### src/rtl/tpat_pkg.sv
package tpat_pkg;
  localparam int MODE_W = 3;
  localparam logic [MODE_W-1:0] MODE_FAST = 3'd2;
  localparam logic [MODE_W-1:0] MODE_SLOW = 3'd3;
  localparam logic [MODE_W-1:0] MODE_SINE = 3'd4;
  localparam logic [MODE_W-1:0] MODE_ZERO = 3'd5;

  function automatic logic mode_known(logic [MODE_W-1:0] m);
    return (m == MODE_FAST) || (m == MODE_SLOW) || (m == MODE_SINE) || (m == MODE_ZERO);
  endfunction

  // Amplitude-scaled sine at table index idx, rounded half away from zero.
  function automatic int sine_round(int idx, int period, int amp);
    real ang, r;
    ang = 2.0 * 3.14159265358979 * $itor(idx) / $itor(period);
    r = $itor(amp) * $sin(ang);
    if (r >= 0.0) return $rtoi(r + 0.5);
    return -$rtoi(0.5 - r);
  endfunction
endpackage

### src/rtl/tpat_sine_rom.sv
module tpat_sine_rom #(
  parameter int PERIOD = 251,
  parameter int AMP    = 255,
  parameter int SYM_W  = 9,
  parameter int IDX_W  = 8
) (
  input  logic [IDX_W-1:0]        idx,
  output logic signed [SYM_W-1:0] val
);
  import tpat_pkg::*;

  logic signed [SYM_W-1:0] tbl [PERIOD];

  for (genvar i = 0; i < PERIOD; i++) begin : g_ent
    localparam int V = sine_round(i, PERIOD, AMP);
    assign tbl[i] = SYM_W'(V);
  end

  assign val = (int'(idx) < PERIOD) ? tbl[idx] : '0;
endmodule

### src/rtl/tpat_seq.sv
module tpat_seq #(
  parameter int STEP      = 23,
  parameter int PERIOD    = 251,
  parameter int SLOW_HALF = 10,
  parameter int CNT_W     = 8
) (
  input  logic                        clk,
  input  logic                        rst_n,
  input  logic [tpat_pkg::MODE_W-1:0] mode_sel,
  output logic                        restart,
  output logic [CNT_W-1:0]            pos
);
  import tpat_pkg::*;

  localparam logic [CNT_W-1:0] SLOW_LAST = CNT_W'(2 * SLOW_HALF - 1);
  localparam logic [CNT_W-1:0] WRAP_AT   = CNT_W'(PERIOD - STEP);
  localparam logic [CNT_W-1:0] STEP_C    = CNT_W'(STEP);
  localparam logic [CNT_W-1:0] ONE       = CNT_W'(1);

  logic [MODE_W-1:0] mode_q;
  logic              started_q;
  logic [CNT_W-1:0]  cnt_q, nxt;

  assign restart = !started_q || (mode_sel != mode_q);
  assign pos     = restart ? '0 : cnt_q;

  always_comb begin
    case (mode_sel)
      MODE_FAST: nxt = (pos == '0) ? ONE : '0;
      MODE_SLOW: nxt = (pos == SLOW_LAST) ? '0 : pos + ONE;
      MODE_SINE: nxt = (pos >= WRAP_AT) ? pos - WRAP_AT : pos + STEP_C;
      default:   nxt = '0;
    endcase
  end

  always_ff @(posedge clk or negedge rst_n) begin
    if (!rst_n) begin
      mode_q    <= '0;
      started_q <= 1'b0;
      cnt_q     <= '0;
    end else begin
      mode_q    <= mode_sel;
      started_q <= 1'b1;
      cnt_q     <= nxt;
    end
  end
endmodule

### src/rtl/tpat_symgen.sv
module tpat_symgen #(
  parameter int SYM_W       = 9,
  parameter int AMP         = 255,
  parameter int SLOW_HALF   = 10,
  parameter int SINE_PERIOD = 251,
  parameter int SINE_STEP   = 23
) (
  input  logic                    clk,
  input  logic                    rst_n,
  input  logic [2:0]              mode_sel,
  output logic signed [SYM_W-1:0] sym_out,
  output logic                    mode_bad
);
  import tpat_pkg::*;

  localparam int SPAN  = (SINE_PERIOD > 2 * SLOW_HALF) ? SINE_PERIOD : 2 * SLOW_HALF;
  localparam int CNT_W = $clog2(SPAN);
  localparam logic signed [SYM_W-1:0] POS_LVL = SYM_W'(AMP);
  localparam logic signed [SYM_W-1:0] NEG_LVL = -POS_LVL;

  logic                    restart;
  logic [CNT_W-1:0]        pos;
  logic signed [SYM_W-1:0] sine_val, sym_nxt;

  tpat_seq #(.STEP(SINE_STEP), .PERIOD(SINE_PERIOD), .SLOW_HALF(SLOW_HALF), .CNT_W(CNT_W)) u_seq (
    .clk(clk), .rst_n(rst_n), .mode_sel(mode_sel), .restart(restart), .pos(pos)
  );

  tpat_sine_rom #(.PERIOD(SINE_PERIOD), .AMP(AMP), .SYM_W(SYM_W), .IDX_W(CNT_W)) u_rom (
    .idx(pos), .val(sine_val)
  );

  always_comb begin
    case (mode_sel)
      MODE_FAST: sym_nxt = (pos == '0) ? POS_LVL : NEG_LVL;
      MODE_SLOW: sym_nxt = (int'(pos) < SLOW_HALF) ? POS_LVL : NEG_LVL;
      MODE_SINE: sym_nxt = sine_val;
      default:   sym_nxt = '0;
    endcase
  end

  always_ff @(posedge clk or negedge rst_n) begin
    if (!rst_n) begin
      sym_out  <= '0;
      mode_bad <= 1'b0;
    end else begin
      sym_out  <= sym_nxt;
      mode_bad <= !mode_known(mode_sel);
    end
  end
endmodule

### config.mk
export PLATFORM = sky130hd
export DESIGN_NAME = tpat_symgen
export DESIGN_NICKNAME = d
export VERILOG_FILES = /design/src/rtl/tpat_pkg.sv /design/src/rtl/tpat_sine_rom.sv /design/src/rtl/tpat_seq.sv /design/src/rtl/tpat_symgen.sv
export SDC_FILE = /design/constraint.sdc
export NUM_CORES = 1
export LEC_CHECK = 0
export ABC_AREA = 1
export BUFFER_PORTS_ARGS = -buffer_cell sky130_fd_sc_hd__buf_2
export CORE_MARGIN = 4
export CORE_UTILIZATION = 58
export CTS_BUF_LIST = sky130_fd_sc_hd__clkbuf_16
export CTS_CLUSTER_SIZE = 12
export DETAILED_ROUTE_END_ITERATION = 7
export PLACE_DENSITY = 0.8
export SLEW_MARGIN = 5
export SYNTH_ARGS = -nofsm -noshare
export SYNTH_HDL_FRONTEND = slang
export SYNTH_HIERARCHICAL = 1
export SYNTH_SLANG_ARGS = --single-unit
### constraint.sdc
create_clock -name clk -period 3 [get_ports clk]
set_input_delay 0.15 -clock clk [delete_from_list [all_inputs] [get_ports clk]]
set_output_delay 0.15 -clock clk [all_outputs]
set_load 0.005 [all_outputs]
==> impl_metrics.env <==
export IMPL_outcome="finished, final reports clean"
export IMPL_grt_use_total=0.382
export IMPL_clock_tree_root_cell="clkbuf_16"
export IMPL_finalWeightedCongestion=1.18
export IMPL_hold_path_cell_count=1
export IMPL_synth_seq_area_share=0.136
export IMPL_p_per_area_mw_per_mm2=186
export IMPL_clk_pin_slew_worst_paths_ps=60
export IMPL_grt_overflow=0
export IMPL_r2r_end="sym_out[3]"
export IMPL_start_kind="flip-flop"
export IMPL_synth_top_area_share=0.259
export IMPL_max_stage_delay_ps=400
export IMPL_grt_first_pass_wirelength_um=25600
export IMPL_critPathKind="flip-flop to flip-flop"
export IMPL_maxCapViolations=0
export IMPL_timing_rr_start="u_seq/mode_q[2]"
export IMPL_dp_hpwl_um=12000
export IMPL_layout_drive_gt1_share=0.176
export IMPL_final_cell_mix="nand2_1, nand3_1, nor2_1"
export IMPL_drc=0
export IMPL_ff2ff_setup_slack_ps=140
export IMPL_worst_setup_path_end_kind="flip-flop"
export IMPL_synth_nets=759
export IMPL_finalClockSkew_ps=1.79
export IMPL_setup_ws_ps=139
export IMPL_path_buf_inv=4
export IMPL_final_common_cell="nand2_1"
export IMPL_areaGrowthSynthToFinish_pct=13.2
export IMPL_ys_types=40
export IMPL_grt_setup_unrepaired="true"
export IMPL_timing_fmax_mhz=350
export IMPL_required_ps=3190
export IMPL_grt_start_max_net_pins=23
export IMPL_clock_sinks=22
export IMPL_final_area_mm2=0.00460
export IMPL_postPlaceCellArea_mm2=0.00432
export IMPL_critical_path_max_fanout=7
export IMPL_die_h_um=91.7
export IMPL_core_area_mm2=0.00679
export IMPL_worst_pin_slew_ps=969
export IMPL_drt_pass1_iterations=6
export IMPL_final_net_count=791
export IMPL_clk_latency_ps=250
export IMPL_wl_um=16200
export IMPL_postSynthAreaPerCell_um2=5.55
export IMPL_htreeDepth=1
export IMPL_clockBufferDepth=2
export IMPL_r2r_cells=18
export IMPL_min_period_over_period=0.954
export IMPL_ant_nets=0
export IMPL_io_pin_count=15
export IMPL_rows=30
export IMPL_vdd_drop_max_uv=163
export IMPL_synth_cells=732
export IMPL_start_util=0.598
export IMPL_diodes=0
export IMPL_yosys_warnings=6
export IMPL_numCtsBuffers=3
export IMPL_cp_common_cell="nand2_1"
export IMPL_pre_cts_slack_ps=116
export IMPL_final_max_slew_viol_count=0
export IMPL_min_delay_worst_endpoint="u_seq/mode_q[2]"
export IMPL_synth_seq_cells=22
export IMPL_cp_arrival_ps=3050
export IMPL_hold_viol=0
export IMPL_routedWlPerCell_um=18.8
export IMPL_viasPerCell=6.25
export IMPL_cpMaxStageDelayCell="dfrtp_1"
export IMPL_synth_largest_area_cell="nand2_1"
export IMPL_finalSetupViolCount=0
export IMPL_first_global_vias=4853
export IMPL_worstPathCellList="inv_1 -> nand2_1 -> nand3_1 -> nor2_4 -> nand2_2 -> clkinvlp_4 -> nand2_1 -> clkinvlp_4 -> buf_4 -> a22oi_2 -> nand2_1 -> nand2_1 -> nand2_1 -> nor2_1 -> nor2_1 -> nor2_1 -> nand2_1 -> nand3_1"
export IMPL_synth_area_leaders="nand2_1, dfrtp_1, nand3_1"
export IMPL_dr_first_iter_drc_count=749
export IMPL_die_area_mm2=0.00841
export IMPL_syn_area_mm2=0.00406
export IMPL_cts_tree="yes"
export IMPL_port_buffers=14
export IMPL_p_leak_nw=2.49
export IMPL_path_delay_family="simple AND/OR/NAND/NOR gates"
export IMPL_fin_crit_ps=2860
export IMPL_antenna_found_initial=0
export IMPL_min_delay_start="mode_sel[2]"
export IMPL_die_w_um=91.7
export IMPL_slew_headroom=0.349
export IMPL_num_vias=5367
export IMPL_min_path_type="input port to flip-flop"
[through the flow]
step | total power [mW] | TNS, ps | hold WS, ps | std cells | utilization
final | 0.854 | 0 | 113 | 859 | 0.677
after global routing | 0.892 | -56.3 | 116 | 859 | 0.677
after CTS | 0.845 | 0 | 112 | 852 | 0.652
after detailed placement | 0.471 | 0 | 151 | 847 | 0.636
after global placement | 0.469 | 0 | 145 | 847 | 0.636
after floorplan | 0.417 | 0 | -146 | 732 | -
[per-layer routing]
metal / global-route usage / share of wire / vias up
met5: 0 / 0 / -
met4: 0.253 / 0.083 / 0
met3: 0.0648 / 0.12 / 136
met2: 0.599 / 0.44 / 446
met1: 0.479 / 0.36 / 2375
li1: - / - / 2410
[cell usage after synthesis]
master,instances
o211ai_1,7
xnor2_1,4
xor2_1,3
nand3_4,1
o21ai_0,29
nand4_1,5
nor3_1,8
o21ai_1,17
and2_1,1
nand4_2,2
nor3_4,2
inv_1,55
o22ai_1,1
buf_2,16
nand2_4,3
conb_1,1
clkinv_1,2
inv_2,12
o311ai_1,1
inv_4,1
nor2_4,8
nand2_2,16
buf_4,5
nand3_2,2
or2_2,1
dfrtp_1,22
a21bo_1,1
o31ai_1,1
clkbuf_1,2
nand2_1,280
a22oi_1,1
ha_1,22
nor2_8,1
buf_6,5
nor2_1,58
a21oi_1,27
nor4_4,1
nor2_2,7
nand3_1,100
o21ai_2,1
[logic make-up after synthesis]
kind of cell,share of synthesized area
other,0.000923
DFF,0.136
xor gates and xnor gates,0.0151
AOI/OAI and AO/OA,0.115
buffers and inverters,0.110
adders and majority gates,0.0678
and+or+nand+nor,0.556
[timing repair]
item                                    in CTS  in global routing
gates resized for setup                      0                 34
setup buffers                                0                  7
endpoints found under the setup margin       0                  8
hold endpoints to repair                    22                  0
hold buffers                                 1                  0
[worst reg2reg max path: cells and delay by family, from the launching register on]
family / cells / cell delay (ps)
AO/OA/AOI/OAI: 1 / 190
buffers and inverters: 4 / 770
AND/OR/NAND/NOR: 13 / 1430
flip-flops: 1 / 400
[worst max path at each step]
stage | end | slack [ps] | from | cells past startpoint
2_1_floorplan | sym_out[0] | 120 | u_seq/mode_q[2] | 19
3_3_place_gp | sym_out[2] | 160 | mode_sel[1] | 22
3_5_place_dp | sym_out[3] | 120 | mode_sel[1] | 21
4_1_cts | sym_out[3] | 90 | u_seq/mode_q[2] | 20
5_1_grt | sym_out[3] | -40 | u_seq/mode_q[0] | 24
6_report | sym_out[3] | 140 | u_seq/mode_q[2] | 18
[registers in the layout, indices dropped and copies added, names as in the netlist]
name	cells
u_seq/mode_q	3
u_seq/started_q	1
sym_out	9
mode_bad	1
u_seq/cnt_q	8
[final cells by class]
cell class / instances / area, µm²
multi-input cells: 612 / 3140
fillers: 652 / 2190
flip-flops and latches: 22 / 551
repair buffers: 55 / 408
inverters: 70 / 280
well taps: 96 / 120
clock buffers: 3 / 75.1
clock inverters: 1 / 30.0
[where the power goes]
part | switching, mW | total, mW | internal (mW)
clock network | 0.111 | 0.376 | 0.265
registers | 0.00860 | 0.320 | 0.311
logic | 0.107 | 0.159 | 0.0516
total | 0.226 | 0.854 | 0.628
No activity file was read; power rests on OpenSTA's default activity.
